===== config.mk =====
export PLATFORM = sky130hd
export DESIGN_NAME = retry_backoff_ctrl
export DESIGN_NICKNAME = d
export VERILOG_FILES = /design/src/rtl/backoff_pkg.sv /design/src/rtl/backoff_lfsr.sv /design/src/rtl/backoff_timer.sv /design/src/rtl/req_hold.sv /design/src/rtl/retry_backoff_ctrl.sv
export SDC_FILE = /design/constraint.sdc
export NUM_CORES = 1
export LEC_CHECK = 0
export BUFFER_PORTS_ARGS = -buffer_cell sky130_fd_sc_hd__buf_2
export CAP_MARGIN = 25
export CORE_UTILIZATION = 50
export CTS_CLUSTER_DIAMETER = 100
export DETAILED_ROUTE_END_ITERATION = 8
export PLACE_DENSITY = 0.83
export SETUP_SLACK_MARGIN = 0.2
export SYNTH_ARGS = -nofsm -noshare
export SYNTH_HDL_FRONTEND = slang
export SYNTH_HIERARCHICAL = 1
export SYNTH_SLANG_ARGS = --single-unit

===== constraint.sdc =====
create_clock -name clk -period 2.9 [get_ports clk]
set_clock_uncertainty 0.05 [all_clocks]
set_input_delay 0.29 -clock clk [delete_from_list [all_inputs] [get_ports clk]]
set_output_delay 0.29 -clock clk [all_outputs]
set_load 0.005 [all_outputs]

===== src/rtl/backoff_pkg.sv =====
package backoff_pkg;

  localparam int LFSR_W    = 16;
  localparam int WAIT_BITS = 5;
  localparam int CNT_W     = WAIT_BITS + 1;

  typedef enum logic [1:0] {
    ST_IDLE   = 2'd0,
    ST_ACTIVE = 2'd1,
    ST_WAIT   = 2'd2
  } xfer_state_e;

  // Galois step: shift right, fold the feedback mask in when a one leaves.
  function automatic logic [LFSR_W-1:0] lfsr_next(input logic [LFSR_W-1:0] s,
                                                  input logic [LFSR_W-1:0] taps);
    return (s >> 1) ^ (s[0] ? taps : '0);
  endfunction

  // Backoff length from a generator state: low bits plus one, range 1..2**WAIT_BITS.
  function automatic logic [CNT_W-1:0] draw_wait(input logic [LFSR_W-1:0] s);
    return {1'b0, s[WAIT_BITS-1:0]} + CNT_W'(1);
  endfunction

endpackage


===== src/rtl/backoff_lfsr.sv =====
module backoff_lfsr
  import backoff_pkg::*;
#(
  parameter logic [LFSR_W-1:0] SEED = 16'hACE1,
  parameter logic [LFSR_W-1:0] TAPS = 16'hB400
) (
  input  logic              clk,
  input  logic              rst_n,
  output logic [LFSR_W-1:0] state_o
);

  logic [LFSR_W-1:0] state_q;

  always_ff @(posedge clk) begin
    if (!rst_n) state_q <= SEED;
    else        state_q <= lfsr_next(state_q, TAPS);
  end

  assign state_o = state_q;

  // A maximal-length register must never fall into the all-zero lock state.
  assert_lfsr_live_R6: assert property (@(posedge clk) disable iff (!rst_n)
    state_q != '0);

endmodule


===== src/rtl/backoff_timer.sv =====
module backoff_timer
  import backoff_pkg::*;
(
  input  logic             clk,
  input  logic             rst_n,
  input  logic             load_i,
  input  logic [CNT_W-1:0] load_val_i,
  output logic [CNT_W-1:0] cnt_o,
  output logic             expire_o
);

  logic [CNT_W-1:0] cnt_q;

  always_ff @(posedge clk) begin
    if (!rst_n)            cnt_q <= '0;
    else if (load_i)       cnt_q <= load_val_i;
    else if (cnt_q != '0)  cnt_q <= cnt_q - CNT_W'(1);
  end

  assign cnt_o    = cnt_q;
  assign expire_o = (cnt_q == CNT_W'(1));

  assert_count_down_R4: assert property (@(posedge clk) disable iff (!rst_n)
    (!load_i && cnt_q > CNT_W'(1)) |=> (cnt_q == $past(cnt_q) - CNT_W'(1)));

endmodule


===== src/rtl/req_hold.sv =====
module req_hold #(
  parameter int WIDTH = 72
) (
  input  logic             clk,
  input  logic             rst_n,
  input  logic             capture_i,
  input  logic [WIDTH-1:0] d_i,
  output logic [WIDTH-1:0] q_o
);

  logic [WIDTH-1:0] q_q;

  always_ff @(posedge clk) begin
    if (!rst_n)         q_q <= '0;
    else if (capture_i) q_q <= d_i;
  end

  assign q_o = q_q;

  assert_held_stable_R5: assert property (@(posedge clk) disable iff (!rst_n)
    !capture_i |=> $stable(q_q));

endmodule


===== src/rtl/retry_backoff_ctrl.sv =====
module retry_backoff_ctrl
  import backoff_pkg::*;
#(
  parameter int                ADDR_W    = 32,
  parameter int                DATA_W    = 32,
  parameter int                SEL_W     = DATA_W / 8,
  parameter int                MAX_RETRY = 3,
  parameter logic [LFSR_W-1:0] LFSR_SEED = 16'hACE1,
  parameter logic [LFSR_W-1:0] LFSR_TAPS = 16'hB400
) (
  input  logic              clk,
  input  logic              rst_n,
  input  logic              issue_i,
  input  logic [ADDR_W-1:0] addr_i,
  input  logic [DATA_W-1:0] data_i,
  input  logic [SEL_W-1:0]  sel_i,
  input  logic              ack_i,
  input  logic              retry_i,
  output logic              req_o,
  output logic [ADDR_W-1:0] addr_o,
  output logic [DATA_W-1:0] data_o,
  output logic [SEL_W-1:0]  sel_o,
  output logic              busy_o,
  output logic              wait_o,
  output logic [CNT_W-1:0]  wait_cnt_o,
  output logic              err_o
);

  localparam int HOLD_W = ADDR_W + DATA_W + SEL_W;
  localparam int RC_W   = (MAX_RETRY < 1) ? 1 : $clog2(MAX_RETRY + 1);
  localparam logic [CNT_W-1:0] WAIT_MAX = CNT_W'(1 << WAIT_BITS);

  xfer_state_e       state_q, state_d;
  logic [RC_W-1:0]   retries_q;
  logic              err_q;
  logic [LFSR_W-1:0] rnd;
  logic              tmr_expire;
  logic [CNT_W-1:0]  tmr_cnt;

  // Named internal events
  logic accept, ack_take, retry_seen, give_up, retry_take;

  assign accept     = (state_q == ST_IDLE) && issue_i;
  assign ack_take   = (state_q == ST_ACTIVE) && ack_i;
  assign retry_seen = (state_q == ST_ACTIVE) && retry_i && !ack_i;
  assign give_up    = retry_seen && (retries_q == RC_W'(MAX_RETRY));
  assign retry_take = retry_seen && !give_up;

  backoff_lfsr #(.SEED(LFSR_SEED), .TAPS(LFSR_TAPS)) u_lfsr (
    .clk     (clk),
    .rst_n   (rst_n),
    .state_o (rnd)
  );

  backoff_timer u_timer (
    .clk        (clk),
    .rst_n      (rst_n),
    .load_i     (retry_take),
    .load_val_i (draw_wait(rnd)),
    .cnt_o      (tmr_cnt),
    .expire_o   (tmr_expire)
  );

  logic [HOLD_W-1:0] hold_q;

  req_hold #(.WIDTH(HOLD_W)) u_hold (
    .clk       (clk),
    .rst_n     (rst_n),
    .capture_i (accept),
    .d_i       ({addr_i, data_i, sel_i}),
    .q_o       (hold_q)
  );

  always_comb begin
    state_d = state_q;
    unique case (state_q)
      ST_IDLE:   if (accept) state_d = ST_ACTIVE;
      ST_ACTIVE: begin
        if (ack_take || give_up) state_d = ST_IDLE;
        else if (retry_take)     state_d = ST_WAIT;
      end
      ST_WAIT:   if (tmr_expire) state_d = ST_ACTIVE;
      default:   state_d = ST_IDLE;
    endcase
  end

  always_ff @(posedge clk) begin
    if (!rst_n) begin
      state_q   <= ST_IDLE;
      retries_q <= '0;
      err_q     <= 1'b0;
    end else begin
      state_q <= state_d;
      err_q   <= give_up;
      if (accept)          retries_q <= '0;
      else if (retry_take) retries_q <= retries_q + RC_W'(1);
    end
  end

  assign req_o      = (state_q == ST_ACTIVE);
  assign busy_o     = (state_q != ST_IDLE);
  assign wait_o     = (state_q == ST_WAIT);
  assign wait_cnt_o = tmr_cnt;
  assign err_o      = err_q;
  assign {addr_o, data_o, sel_o} = hold_q;

  assert_draw_range_R3: assert property (@(posedge clk) disable iff (!rst_n)
    retry_take |=> (wait_o && !req_o && wait_cnt_o >= CNT_W'(1) && wait_cnt_o <= WAIT_MAX));

  assert_reissue_R4: assert property (@(posedge clk) disable iff (!rst_n)
    (wait_o && tmr_expire) |=> (req_o && wait_cnt_o == '0));

  assert_ack_wins_R8: assert property (@(posedge clk) disable iff (!rst_n)
    (req_o && ack_i) |=> (!busy_o && !err_o));

  assert_give_up_R9: assert property (@(posedge clk) disable iff (!rst_n)
    give_up |=> (err_o && !busy_o && !wait_o));

  assert_err_pulse_R9: assert property (@(posedge clk) disable iff (!rst_n)
    err_o |=> !err_o);

  assert_idle_ignore_R10: assert property (@(posedge clk) disable iff (!rst_n)
    (!busy_o && !issue_i) |=> !busy_o);

  assert_wait_ignore_R10: assert property (@(posedge clk) disable iff (!rst_n)
    (wait_o && !tmr_expire) |=> wait_o);

endmodule


==> results.json <==
{
  "p_comb_share_pct": 19.9,
  "cp_max_fo": 6,
  "finalSetupViolations": 0,
  "met2WireLength_um": 3410,
  "tritoncts": "done",
  "drive_gt1_share_pct": 35.2,
  "ys_seq_area_share_pct": 50.7,
  "grt_pass1_vias": 2424,
  "finalHoldViolations": 0,
  "detail_route.iter0.violations": 58,
  "fin_crit_ns": 1.86,
  "min_path_type": "input port to flop",
  "p_sw_uw": 790,
  "r2r-start": "u_timer/cnt_o[2]$_SDFFE_PN0P_",
  "die_x_um": 88.6,
  "worst_pin_slew_ns": 0.880,
  "setup_tns_ns": 0,
  "dieArea_sq_mm": 0.00785,
  "pwr-share-clk_pct": 30.7,
  "synth_top_family_by_area": "simple AND/OR/NAND/NOR gates",
  "drv_cap": 0,
  "cts_setup_buffers": 0,
  "drt-met1-wl_um": 3160,
  "synth_mux_area_share_pct": 18.4,
  "rsz0062_at_grt": "false",
  "insertion_delay_ns": 0.34,
  "cts_sinks": 95,
  "reg2reg_setup_slack_ns": 1.04,
  "viasPerCell": 4.73,
  "drt_wl_total_um": 7120,
  "final_cell_mix": "150 x buf_2, 95 x dfxtp_1, 72 x nor2b_1",
  "path_class": "flop to flop",
  "regToRegEndpoint": "state_q[1]$_SDFFE_PN0P_",
  "cts-root-buf": "clkbuf_8",
  "met3_wirelength_um": 501,
  "vias": 2789,
  "fin_nets": 563,
  "synthSimpleGateAreaFrac_pct": 20.0,
  "min-delay-start": "addr_i[5]",
  "worst_hold_slack_ns": 0.154,
  "top_layer": "met4",
  "arrival_ns": 2.04,
  "drc_errors": 0,
  "worstHoldPathCells": 3,
  "synth-edff-count": 0,
  "post-route-period-util_pct": 64.1,
  "synth_compound_area_share_pct": 3.50,
  "p_per_area_mw_per_mm2": 643,
  "hold_end": "u_hold/q_o[41]$_SDFFE_PN0P_",
  "p_int_uw": 2260,
  "antenna_found_initial": 0,
  "syn_to_final_growth_pct": 26.5,
  "endpoint_kind": "flop",
  "seqPwrFrac_pct": 49.3,
  "ios": 151,
  "crit_required_ns": 3.08,
  "post_drt_wl_per_cell_um": 12.1,
  "diodes": 0,
  "port_buffers": 150,
  "h-tree-depth": 3,
  "switching_share_pct": 25.9,
  "rows": 31,
  "clockBufferDepth": 2,
  "die_y_um": 88.6,
  "gp_congestion": 0.837,
  "nFillCells": 604,
  "status": "finished, final reports clean",
  "r2r_cells": 5,
  "synth.distinct_cells": 38,
  "syn-num-nets": 416,
  "start_util_pct": 51.7,
  "slew-limit-headroom_pct": 40.8,
  "grt_pass1_wl_um": 10700,
  "detail-route-antenna-nets": 0,
  "netlist_instances": 339,
  "p_leak_uw": 0.00226,
  "synth-main-ff-cell": "dfxtp_1",
  "syn-cell-area_sq_mm": 0.00375,
  "clk_pin_slew_ns": 0.09,
  "fp.coreArea_sq_mm": 0.00725,
  "dp_hpwl_um": 5190,
  "grt.overflow.total": 0,
  "grt_max_degree": 51,
  "cts_buffers": 9,
  "syn_area_per_cell_sq_um": 11.1,
  "cts_repair_resize_count": 0,
  "synthAdderAreaFrac_pct": 1.34,
  "max_freq_ghz": 0.538,
  "cts-hold-fix-buffers": 0,
  "synthArstFlopShare_pct": 0,
  "peakVddDrop_v": 0.000398,
  "ys_ff_latch": 95,
  "synthXorXnorAreaFrac_pct": 1.64,
  "grt_use_total_pct": 17.4,
  "slew_viol_final": 0,
  "final_common_cell": "buf_2",
  "first_pass_iters": 4,
  "synth_warnings": 6,
  "crit_path_start_kind": "flop"
}
-- through the flow --
stage               power (uW)  cell area, sq um  setup WS [ns]  instances  utilization, %
floorplan                 1940              3750           1.33        339               -
global placement          2120              4520           1.08        574            62.3
detailed placement        2140              4520           1.05        574            62.3
CTS                       3080              4740           1.04        590            65.4
global route              3220              4740          0.831        590            65.4
finish                    3050              4740           1.04        590            65.4
-- sequential cells by signal (all words and copies together), names as in the netlist --
name,count
u_hold/q_o,68
u_timer/cnt_o,6
err_o,1
u_lfsr/state_o,16
state_q,2
retries_q,2
-- Yosys cell counts (3+ instances only) --
cell,n,area (sq um)
nor2_1,3,11.3
xnor2_1,5,43.8
nand3_1,5,25.0
nor2b_1,72,450
ha_1,4,50.1
o21ai_0,5,25.0
inv_1,7,26.3
nand2_1,9,33.8
a21oi_1,4,20.0
dfxtp_1,95,1900
mux2i_1,69,691
clkbuf_1,8,30.0
buf_4,5,37.5
nor3b_1,3,22.5
nand2b_1,6,37.5
and2_1,11,68.8
-- cells by family after synthesis --
kind of cell	Yosys count
AOI/OAI and AO/OA	19
xor gates and xnor gates	7
adders and majority gates	4
buffers and inverters	25
DFF	95
muxes	69
and+or+nand+nor	120
-- cell type report --
class | count | area, sq um | area share [%]
well taps | 99 | 124 | 2.61
inverters | 7 | 26.3 | 0.554
flip-flops and latches | 95 | 1900 | 40.1
multi-input cells | 219 | 1690 | 35.6
clock inverters | 5 | 81.3 | 1.72
clock buffers | 11 | 141 | 2.98
repair buffers | 154 | 781 | 16.5
-- power groups by stage --
stage	clock network [uW]	registers (uW)	logic, uW
2_1_floorplan	0	1530	404
5_1_grt	1020	1520	673
3_5_place_dp	0	1530	608
4_1_cts	968	1500	609
3_3_place_gp	0	1530	595
6_report	938	1500	608
-- worst max path at each step --
stage	start	endpoint	slack [ns]	cells past startpoint
3_5_place_dp	u_timer/cnt_o[2]$_SDFFE_PN0P_	state_q[1]$_SDFFE_PN0P_	1.05	5
6_report	u_timer/cnt_o[2]$_SDFFE_PN0P_	state_q[1]$_SDFFE_PN0P_	1.04	5
3_3_place_gp	u_timer/cnt_o[2]$_SDFFE_PN0P_	state_q[1]$_SDFFE_PN0P_	1.08	5
4_1_cts	u_timer/cnt_o[2]$_SDFFE_PN0P_	state_q[1]$_SDFFE_PN0P_	1.04	5
5_1_grt	u_timer/cnt_o[2]$_SDFFE_PN0P_	state_q[0]$_SDFFE_PN0P_	0.83	5
2_1_floorplan	u_timer/cnt_o[2]$_SDFFE_PN0P_	state_q[1]$_SDFFE_PN0P_	1.33	5
-- per-layer routing --
layer	vias to the layer above	GRT usage, %
met1	1259	20.5
met2	101	31.0
met3	6	4.01
li1	1423	-
met4	0	6.16
met5	-	0
-- worst max-delay path: stages, from the launching register on --
cell	delay, ns
dfxtp_1	0.37
nor4_1	0.79
and2_1	0.23
inv_1	0.04
and2_1	0.13
o21a_1	0.15
Note: power is estimated with default switching activity, not from simulation.
